**src/rtl/dma_chain_pkg.sv**
```systemverilog
package dma_chain_pkg;
  localparam int PTR_W = 32;

  // command bits in a control/status write
  localparam int B_SET_EN  = 16;
  localparam int B_SET_SUP = 17;
  localparam int B_DIR     = 18;
  localparam int B_CLR_CMP = 19;
  localparam int B_RESET   = 20;
  localparam int B_INIT    = 21;

  // status bits in a control/status read
  localparam int S_EN   = 24;
  localparam int S_SUP  = 25;
  localparam int S_PEND = 26;
  localparam int S_CMP  = 27;
  localparam int S_BEX  = 28;

  typedef enum logic [3:0] {
    RI_CSR      = 4'd0,
    RI_NEXT     = 4'd1,
    RI_LIMIT    = 4'd2,
    RI_START    = 4'd3,
    RI_STOP     = 4'd4,
    RI_SV_NEXT  = 4'd5,
    RI_SV_LIMIT = 4'd6,
    RI_SV_START = 4'd7,
    RI_SV_STOP  = 4'd8
  } reg_idx_e;

  typedef struct packed {
    logic [PTR_W-1:0] nxt;
    logic [PTR_W-1:0] lim;
    logic [PTR_W-1:0] srt;
    logic [PTR_W-1:0] stp;
  } ptr_set_t;

  typedef struct packed {
    logic init;
    logic rst;
    logic clr_cmp;
    logic dir;
    logic set_sup;
    logic set_en;
  } csr_cmd_t;

  // clear the low alignment bits of an address
  function automatic logic [PTR_W-1:0] ptr_align(input logic [PTR_W-1:0] p,
                                                 input int unsigned lsb);
    logic [PTR_W-1:0] m;
    m = '1;
    m = m << lsb;
    return p & m;
  endfunction

  // address of the following word
  function automatic logic [PTR_W-1:0] ptr_step(input logic [PTR_W-1:0] p);
    return p + PTR_W'(4);
  endfunction
endpackage

```
**src/rtl/dma_chain_ptrs.sv**
```systemverilog
module dma_chain_ptrs
  import dma_chain_pkg::*;
#(
  parameter int unsigned ALIGN_BITS = 4
) (
  input  logic             clk,
  input  logic             rst_n,
  input  logic             wr_en,
  input  logic [3:0]       wr_idx,
  input  logic [PTR_W-1:0] wdata,
  input  logic             step_ev,
  input  logic             chain_ev,
  input  logic             init_cmd,
  output ptr_set_t         live,
  output ptr_set_t         saved
);
  localparam int NSLOT = 4;

  logic [PTR_W-1:0] live_q [NSLOT];
  logic [PTR_W-1:0] sv_q   [NSLOT];
  logic [PTR_W-1:0] wr_val;

  assign wr_val = ptr_align(wdata, ALIGN_BITS);

  for (genvar k = 0; k < NSLOT; k++) begin : g_slot
    localparam bit IS_BUF0 = (k < 2);
    localparam bit IS_NEXT = (k == 0);
    logic [PTR_W-1:0] chain_val;
    logic             live_hit;
    logic             sv_hit;

    if (IS_BUF0) begin : g_src
      assign chain_val = live_q[k+2];
    end else begin : g_keep
      assign chain_val = live_q[k];
    end

    assign live_hit = wr_en && (wr_idx == 4'(k + 1));
    assign sv_hit   = wr_en && (wr_idx == 4'(k + 1 + NSLOT));

    always_ff @(posedge clk or negedge rst_n) begin
      if (!rst_n) begin
        live_q[k] <= '0;
        sv_q[k]   <= '0;
      end else if (live_hit) begin
        live_q[k] <= wr_val;
        sv_q[k]   <= wr_val;
      end else if (sv_hit) begin
        sv_q[k] <= wr_val;
      end else if (init_cmd) begin
        live_q[k] <= sv_q[k];
      end else if (chain_ev && IS_BUF0) begin
        live_q[k] <= chain_val;
        sv_q[k]   <= chain_val;
      end else if (step_ev && IS_NEXT) begin
        live_q[k] <= ptr_step(live_q[k]);
      end
    end
  end

  assign live.nxt  = live_q[0];
  assign live.lim  = live_q[1];
  assign live.srt  = live_q[2];
  assign live.stp  = live_q[3];
  assign saved.nxt = sv_q[0];
  assign saved.lim = sv_q[1];
  assign saved.srt = sv_q[2];
  assign saved.stp = sv_q[3];
endmodule

```
**src/rtl/dma_chain_csr.sv**
```systemverilog
module dma_chain_csr
  import dma_chain_pkg::*;
(
  input  logic     clk,
  input  logic     rst_n,
  input  logic     csr_wr,
  input  csr_cmd_t cmd,
  input  logic     word_done,
  input  logic     word_err,
  input  logic     last_word,
  output logic     en,
  output logic     sup,
  output logic     dir,
  output logic     cmp,
  output logic     pend,
  output logic     bex,
  output logic     end_ev,
  output logic     chain_ev,
  output logic     init_cmd
);
  assign end_ev   = word_done && last_word;
  assign chain_ev = end_ev && !sup;
  assign init_cmd = csr_wr && cmd.init;

  // software commands first, hardware events after them
  always_ff @(posedge clk or negedge rst_n) begin
    if (!rst_n) begin
      en   <= 1'b0;
      sup  <= 1'b0;
      dir  <= 1'b0;
      cmp  <= 1'b0;
      pend <= 1'b0;
      bex  <= 1'b0;
    end else begin
      if (csr_wr) begin
        dir <= cmd.dir;
        if (cmd.clr_cmp) begin
          if (pend) pend <= 1'b0;
          else      cmp  <= 1'b0;
        end
        if (cmd.rst) begin
          en   <= 1'b0;
          sup  <= 1'b0;
          cmp  <= 1'b0;
          pend <= 1'b0;
          bex  <= 1'b0;
        end
        if (cmd.set_en)  en  <= 1'b1;
        if (cmd.set_sup) sup <= 1'b1;
      end
      if (end_ev) begin
        cmp <= 1'b1;
        if (cmp) pend <= 1'b1;
        if (sup) en   <= 1'b0;
      end
      if (word_err) begin
        en  <= 1'b0;
        bex <= 1'b1;
      end
    end
  end
endmodule

```
**src/rtl/dma_chain_port.sv**
```systemverilog
module dma_chain_port
  import dma_chain_pkg::*;
#(
  parameter int DATA_W = 32
) (
  input  logic              active,
  input  logic              dir,
  input  logic [PTR_W-1:0]  nxt,
  input  logic              dev_in_valid,
  input  logic [DATA_W-1:0] dev_in_data,
  output logic              dev_in_ready,
  output logic              dev_out_valid,
  output logic [DATA_W-1:0] dev_out_data,
  input  logic              dev_out_ready,
  output logic              mem_req,
  output logic              mem_we,
  output logic [PTR_W-1:0]  mem_addr,
  output logic [DATA_W-1:0] mem_wdata,
  input  logic [DATA_W-1:0] mem_rdata,
  input  logic              mem_ack,
  input  logic              mem_err,
  output logic              word_done,
  output logic              word_err
);
  logic side_ok;

  // direction 1: device to memory; direction 0: memory to device
  assign side_ok   = dir ? dev_in_valid : dev_out_ready;
  assign mem_req   = active && side_ok;
  assign mem_we    = dir;
  assign mem_addr  = nxt;
  assign mem_wdata = dev_in_data;

  assign word_done = mem_req && mem_ack && !mem_err;
  assign word_err  = mem_req && mem_ack && mem_err;

  assign dev_in_ready  = dir && word_done;
  assign dev_out_valid = !dir && word_done;
  assign dev_out_data  = mem_rdata;
endmodule

```
**src/rtl/dma_chain_chan.sv**
```systemverilog
module dma_chain_chan
  import dma_chain_pkg::*;
#(
  parameter int unsigned ALIGN_BITS = 4,
  parameter int          DATA_W     = 32
) (
  input  logic              clk,
  input  logic              rst_n,
  input  logic              reg_wr,
  input  logic [3:0]        reg_idx,
  input  logic [31:0]       reg_wdata,
  output logic [31:0]       reg_rdata,
  input  logic              dev_in_valid,
  input  logic [DATA_W-1:0] dev_in_data,
  output logic              dev_in_ready,
  output logic              dev_out_valid,
  output logic [DATA_W-1:0] dev_out_data,
  input  logic              dev_out_ready,
  output logic              mem_req,
  output logic              mem_we,
  output logic [31:0]       mem_addr,
  output logic [DATA_W-1:0] mem_wdata,
  input  logic [DATA_W-1:0] mem_rdata,
  input  logic              mem_ack,
  input  logic              mem_err,
  output logic              irq
);
  ptr_set_t live, saved;
  csr_cmd_t cmd;
  logic csr_wr, en, sup, dir, cmp, pend, bex;
  logic end_ev, chain_ev, init_cmd;
  logic word_done, word_err, last_word, active;
  logic [31:0] csr_rd;

  assign csr_wr      = reg_wr && (reg_idx == RI_CSR);
  assign cmd.init    = reg_wdata[B_INIT];
  assign cmd.rst     = reg_wdata[B_RESET];
  assign cmd.clr_cmp = reg_wdata[B_CLR_CMP];
  assign cmd.dir     = reg_wdata[B_DIR];
  assign cmd.set_sup = reg_wdata[B_SET_SUP];
  assign cmd.set_en  = reg_wdata[B_SET_EN];

  assign active    = en && (live.nxt != live.lim);
  assign last_word = (ptr_step(live.nxt) == live.lim);

  dma_chain_csr u_csr (
    .clk(clk), .rst_n(rst_n), .csr_wr(csr_wr), .cmd(cmd),
    .word_done(word_done), .word_err(word_err), .last_word(last_word),
    .en(en), .sup(sup), .dir(dir), .cmp(cmp), .pend(pend), .bex(bex),
    .end_ev(end_ev), .chain_ev(chain_ev), .init_cmd(init_cmd)
  );

  dma_chain_ptrs #(.ALIGN_BITS(ALIGN_BITS)) u_ptrs (
    .clk(clk), .rst_n(rst_n), .wr_en(reg_wr), .wr_idx(reg_idx),
    .wdata(reg_wdata), .step_ev(word_done), .chain_ev(chain_ev),
    .init_cmd(init_cmd), .live(live), .saved(saved)
  );

  dma_chain_port #(.DATA_W(DATA_W)) u_port (
    .active(active), .dir(dir), .nxt(live.nxt),
    .dev_in_valid(dev_in_valid), .dev_in_data(dev_in_data),
    .dev_in_ready(dev_in_ready), .dev_out_valid(dev_out_valid),
    .dev_out_data(dev_out_data), .dev_out_ready(dev_out_ready),
    .mem_req(mem_req), .mem_we(mem_we), .mem_addr(mem_addr),
    .mem_wdata(mem_wdata), .mem_rdata(mem_rdata), .mem_ack(mem_ack),
    .mem_err(mem_err), .word_done(word_done), .word_err(word_err)
  );

  always_comb begin
    csr_rd         = '0;
    csr_rd[B_DIR]  = dir;
    csr_rd[S_EN]   = en;
    csr_rd[S_SUP]  = sup;
    csr_rd[S_PEND] = pend;
    csr_rd[S_CMP]  = cmp;
    csr_rd[S_BEX]  = bex;
  end

  always_comb begin
    case (reg_idx)
      RI_CSR:      reg_rdata = csr_rd;
      RI_NEXT:     reg_rdata = live.nxt;
      RI_LIMIT:    reg_rdata = live.lim;
      RI_START:    reg_rdata = live.srt;
      RI_STOP:     reg_rdata = live.stp;
      RI_SV_NEXT:  reg_rdata = saved.nxt;
      RI_SV_LIMIT: reg_rdata = saved.lim;
      RI_SV_START: reg_rdata = saved.srt;
      RI_SV_STOP:  reg_rdata = saved.stp;
      default:     reg_rdata = '0;
    endcase
  end

  assign irq = cmp || bex;
endmodule

```
**config.mk**
```make
export PLATFORM = sky130hd
export DESIGN_NAME = dma_chain_chan
export DESIGN_NICKNAME = d
export VERILOG_FILES = /design/src/rtl/dma_chain_pkg.sv /design/src/rtl/dma_chain_ptrs.sv /design/src/rtl/dma_chain_csr.sv /design/src/rtl/dma_chain_port.sv /design/src/rtl/dma_chain_chan.sv
export SDC_FILE = /design/constraint.sdc
export NUM_CORES = 1
export LEC_CHECK = 0
export BUFFER_PORTS_ARGS = -buffer_cell sky130_fd_sc_hd__buf_2
export CAP_MARGIN = 10
export CORE_MARGIN = 1.5
export CORE_UTILIZATION = 50
export CTS_CLUSTER_DIAMETER = 40
export DETAILED_ROUTE_END_ITERATION = 10
export MAX_ROUTING_LAYER = met4
export PLACE_DENSITY_LB_ADDON = 0.2
export SYNTH_ARGS = -nofsm -noshare
export SYNTH_HDL_FRONTEND = slang
export SYNTH_SLANG_ARGS = --single-unit
```
**constraint.sdc**
```tcl
create_clock -name clk -period 10.4 [get_ports clk]
set_input_delay 2.08 -clock clk [delete_from_list [all_inputs] [get_ports clk]]
set_output_delay 2.08 -clock clk [all_outputs]
set_load 0.01 [all_outputs]
```
======== Word-level counts from Yosys, hierarchy flattened ========
Cells that the tools add are included.
storage, ports and cells
  flip-flop bits (word level) ............. 262
  input bits .............................. 107
  output and inout bits ................... 133
  word-level logic and storage cells ...... 126
operators by class
  $add $sub $neg .......................... 1
  equality and inequality tests ........... 17
  multiplexer cells ....................... 48
  reduce and logical (&&, ||, !) cells .... 46
operator list
  operator                                       number
  two-way mux 32 bit                             26
  one-hot mux 32 bit (9 select lines)            1
  adder 32 x 3 -> 32 bit, second input constant  1
  == test 32 bit                                 1
  != test 32 bit                                 1
  two-way mux 1 bit                              21
  logical AND 1 bit                              19
  == test 4 x 3 -> 1 bit, second input constant  4
  AND reduction 2 bit                            8
  nonzero test 2 bit                             8
  nonzero test 3 bit                             4
  == test 4 x 2 -> 1 bit, second input constant  2
  != test 2 x 1 -> 1 bit, second input constant  4
  != test 3 x 1 -> 1 bit, second input constant  2
  == test 4 x 1 -> 1 bit, second input constant  1
  == test 4 bit, second input constant           1
  logical NOT 4 bit                              1
  nonzero test 4 bit                             1
  logical NOT 1 bit                              3
  != test 3 bit, second input constant           1
  AND reduction 3 bit                            1
  logical OR 1 bit                               1

======== Longest topological paths before layout ========
  word-level depth ........................ 11
  depth in mapped cells ................... 14
  gate-level depth less buffers ........... 11

======== By module ========
A second synthesis with hierarchy kept.
unflattened totals
  cells, all modules ...................... 1745
  area, all modules ....................... 15419.8 um^2
modules (own cells, without submodules)
  module          times used  cells each  area each (um^2)  sequential area each (um^2)
  dma_chain_ptrs  1           1197        11568.6           5655.4
  dma_chain_chan  1           421         2800.2            0.0
  dma_chain_port  1           106         784.5             0.0
  dma_chain_csr   1           21          266.5             150.1

======== Least setup slack after synthesis ========
Ideal clock, no wire load.
  path type ............................... input to output
  start point ............................. input port reg_idx[3]
  end point ............................... output port reg_rdata[13]
  data arrival time ....................... 3.852 ns
  data required time ...................... 8.320 ns
  setup slack ............................. 4.468 ns
  stages on the path ...................... 8
  path buffers ............................ 4
  cell sequence ........................... clkbuf_1 -> nand2b_1 -> clkbuf_1 -> nor2_1 -> clkbuf_1 -> clkbuf_1 -> a22oi_1 -> a31oi_1
on the way
  longest elaborated chain between the ends .. 2
  elaborated cells on any way between the ends .. 10
  those cells by class .................... eq/ne: 8; mux: 1; reduce/logical: 1
RTL lines
  item                                         line                  RTL
  start, declared                              dma_chain_chan.sv:10  input logic [3:0] reg_idx,
  == test 4 bit, or another cell as far along  dma_chain_chan.sv:80  case (reg_idx)
  one-hot mux 32 bit (9 select lines) (*)      dma_chain_chan.sv:80
  end, declared                                dma_chain_chan.sv:12  output logic [31:0] reg_rdata,
Every way passes the cells marked *; elsewhere a longest branch is shown, timed or not.

======== Final worst setup path ========
  start point ............................. input port reg_idx[3]
  end point ............................... output port reg_rdata[27]
The elaborated chain is that of the path after synthesis.

==> results.txt <==
status: finished, final reports clean
worst hold path type: reg2reg
GP Congestion: 0.9969
Die Height: 175.9 um
cell leakage power: 6.624 nW
Clk Latency, worst-skew pair: 0.54 ns
commonest non-fill, non-tap cell in the layout: dfrtp_1
Max-Cap Viols: 0
Crit. End Element: output pin
Syn-to-layout area delta: 9.357%
TritonCTS clock tree: built
drt first pass iters: 8
Post-synth EDFFs: 0
Max-Slew Margin vs Limit: 0.1976
Syn Std Cell Area: 14950 um^2
Psw: 1.366 mW
FFs w/ async S/R, synth: 1.000
adder-cell area share of the yosys netlist: 0.003348
reg-to-reg setup timing slack: 4.93 ns
Core Region: 29560 um^2
Fin Setup TNS: 0 ns
Clk pwr share: 0.368
Post-CTS Hold Buffers: 0
Core Rows: 63
drt drc: 0
H-tree levels: 2
sequential fraction of the synthesis area: 0.3883
Tcrit/Tclk final: 0.6482
Post-Synth XOR/XNOR Area: 0.03189
cell count after synthesis: 1658
nets@finish: 1692
layout cell share with drive strength beyond 1: 0.1872
hpwl dp: 32730 um
Worst-path clk slew: 0.04 ns
Yosys cell types: 80
WS Path Type: in2out
DR iter-0 viols: 1566
Req. time, crit path: 8.32 ns
Setup violations, final: 0
drt wl/cell: 25.47 um
mux cell area share after synthesis: 0.1180
final wirelength: 51070 um
share of total power in sequential cells: 0.394
Startpoint Class: primary input
largest net degree at the start of global routing: 114
initial antenna violation count: 1
CTS Buf Count: 42
Net Sw Frac: 0.3516
RSZ-0062 raised after global routing: false
die width: 175.9 um
FF-to-FF path depth: 12
die area: 30940 um^2
Max Clock Skew: 0.02414 ns
cell-internal power: 2.518 mW
main combinational cell family by area after synthesis: compound AO/OA/AOI/OAI gates
All-Layer GR Usage: 0.3420
Period minus WS final: 6.742 ns
Final Hold Vio Count: 0
commonest non-fill, non-tap cells in the layout: dfrtp_1, nand2_1, o21ai_0
GR Overflow Total: 0
maximum VDD drop: 0.0001298 V
Crit Path Max Fanout: 19
Post-synth top flop: dfrtp_1
post-CTS resize count: 0
Tot Pwr: 3.884 mW
vias: 13090
IO Port Bufs: 103
hold depth: 1
worst-margin pin slew: 1.204 ns
Seq cells post-synth: 232
PwrDens: 237.6 nW/um^2
Root Buffer: clkbuf_16
via/cell ratio: 6.530
Post-CTS Setup Repair Bufs: 0
global-route wire length before repair: 78620 um
Synth Area in Simple Gates: 0.1460
Clock Path Buffers: 3
synthesis warning total: 0
vias in the first global route: 12780
max frequency: 148.3 MHz
starting density of the core: 0.5057
CP arrival: 4.66 ns
ANT nets after route: 0
clk sinks: 232
top-level I/O count: 240
combinational power share: 0.238
synthesized area per cell: 9.016 um^2
# fillers: 2753
Slew Limit Fails: 0
Compound-Gate Fraction of Synth Area: 0.2123
## cell usage after synthesis, types with 7 or more instances
library cell,count,area [um^2]
nor2b_1,37,231.5
nor2_1,63,236.5
o211ai_1,8,60.06
o22ai_1,8,50.05
clkbuf_1,92,345.3
and2_1,10,62.56
buf_2,27,135.1
xor2_1,22,192.7
buf_1,28,105.1
o21ai_0,146,730.7
a221oi_1,20,175.2
mux2_1,25,281.5
a222oi_1,21,210.2
nand2_1,200,750.7
and3_1,7,43.79
buf_4,103,773.2
nand4_1,23,143.9
o31ai_1,7,52.55
nand2b_1,12,75.07
mux2_2,65,732.0
nor3_1,15,75.07
inv_1,18,67.56
a31oi_1,30,187.7
dfrtp_1,232,5806
a22o_1,22,192.7
mux2i_1,75,750.7
a22oi_1,52,390.4
a21oi_1,107,535.5
nor4_1,10,62.56
nand3_1,29,145.1
xnor2_1,28,245.2
a21o_1,8,60.06
## layout make-up
class | count | area, um^2 | share of cell area
Clock buffer | 57 | 1189 | 0.07271
Inverter | 18 | 67.56 | 0.004133
Sequential cell | 232 | 5806 | 0.3551
Clock inverter | 19 | 279.0 | 0.01707
Tap cell | 390 | 488.0 | 0.02985
Timing Repair Buffer | 132 | 755.7 | 0.04623
Antenna cell | 2 | 5.005 | 0.0003061
Multi-Input combinational cell | 1155 | 7759 | 0.4746
## path summary, 6_finish.rpt
check / start / endpoint
max: reg_idx[3] / reg_rdata[27]
min: u_ptrs.saved[48] / u_ptrs.saved[48]
max reg2reg: u_ptrs.live[98] / u_ptrs.live[91]
min reg2reg: u_ptrs.saved[48] / u_ptrs.saved[48]
max in group asynchronous: rst_n / u_ptrs.live[101]
min in group asynchronous: rst_n / u_ptrs.saved[7]
## kinds of logic (layout without fill, tap and decap cells)
family / count (synthesis) / after routing
simple gates: 442 / 442
xor+xnor: 52 / 52
buf+inv: 274 / 226
compound gates: 488 / 488
mux: 165 / 165
other cells: 1 / 6
fa+ha+maj: 4 / 4
flops: 232 / 232
## critical path: stages
cell      delay (ns)
buf_2           0.31
nand2b_1        0.44
nor2_2          0.65
buf_4           0.46
a22oi_1         0.11
and3_1          0.20
a21oi_1         0.20
buf_2           0.18
## stage by stage
stage            util  instance area [um^2]  worst slack, ns  std cells  hold WS (ns)
6_report       0.5531                 16350            3.658       2005        0.5327
5_1_grt        0.5530                 16350            3.597       2004        0.5465
2_1_floorplan       -                 14960            4.468       1661        0.4608
3_3_place_gp   0.5032                 14880            3.719       1927        0.5140
4_1_cts        0.5529                 16340            3.748       2003        0.5327
3_5_place_dp   0.5032                 14880            3.735       1927        0.5221
## sequential cells by signal (all words and copies together), names as in the netlist
| name | count |
|---|---|
| u_csr.dir | 1 |
| u_csr.pend | 1 |
| u_csr.cmp | 1 |
| u_ptrs.saved | 112 |
| u_csr.en | 1 |
| u_ptrs.live | 58 |
| u_csr.bex | 1 |
| u_ptrs.g_slot.chain_val | 56 |
| u_csr.sup | 1 |
## routing by layer
layer / GRT usage / vias up / part of all wire
met5: - / - / 0
met3: 0.05606 / 128 / 0.079
met4: 0.1214 / 0 / 0.031
met2: 0.5244 / 653 / 0.46
met1: 0.4575 / 6523 / 0.43
li1: - / 5788 / -
## power by group through the flow
stage | clock [mW] | combinational (mW) | sequential, mW
6_report | 1.43 | 0.924 | 1.53
4_1_cts | 1.44 | 0.917 | 1.51
3_5_place_dp | 0 | 0.912 | 1.52
5_1_grt | 1.48 | 1.01 | 1.56
3_3_place_gp | 0 | 0.890 | 1.51
2_1_floorplan | 0 | 0.824 | 1.32
Power figures use the tool's default switching activity.
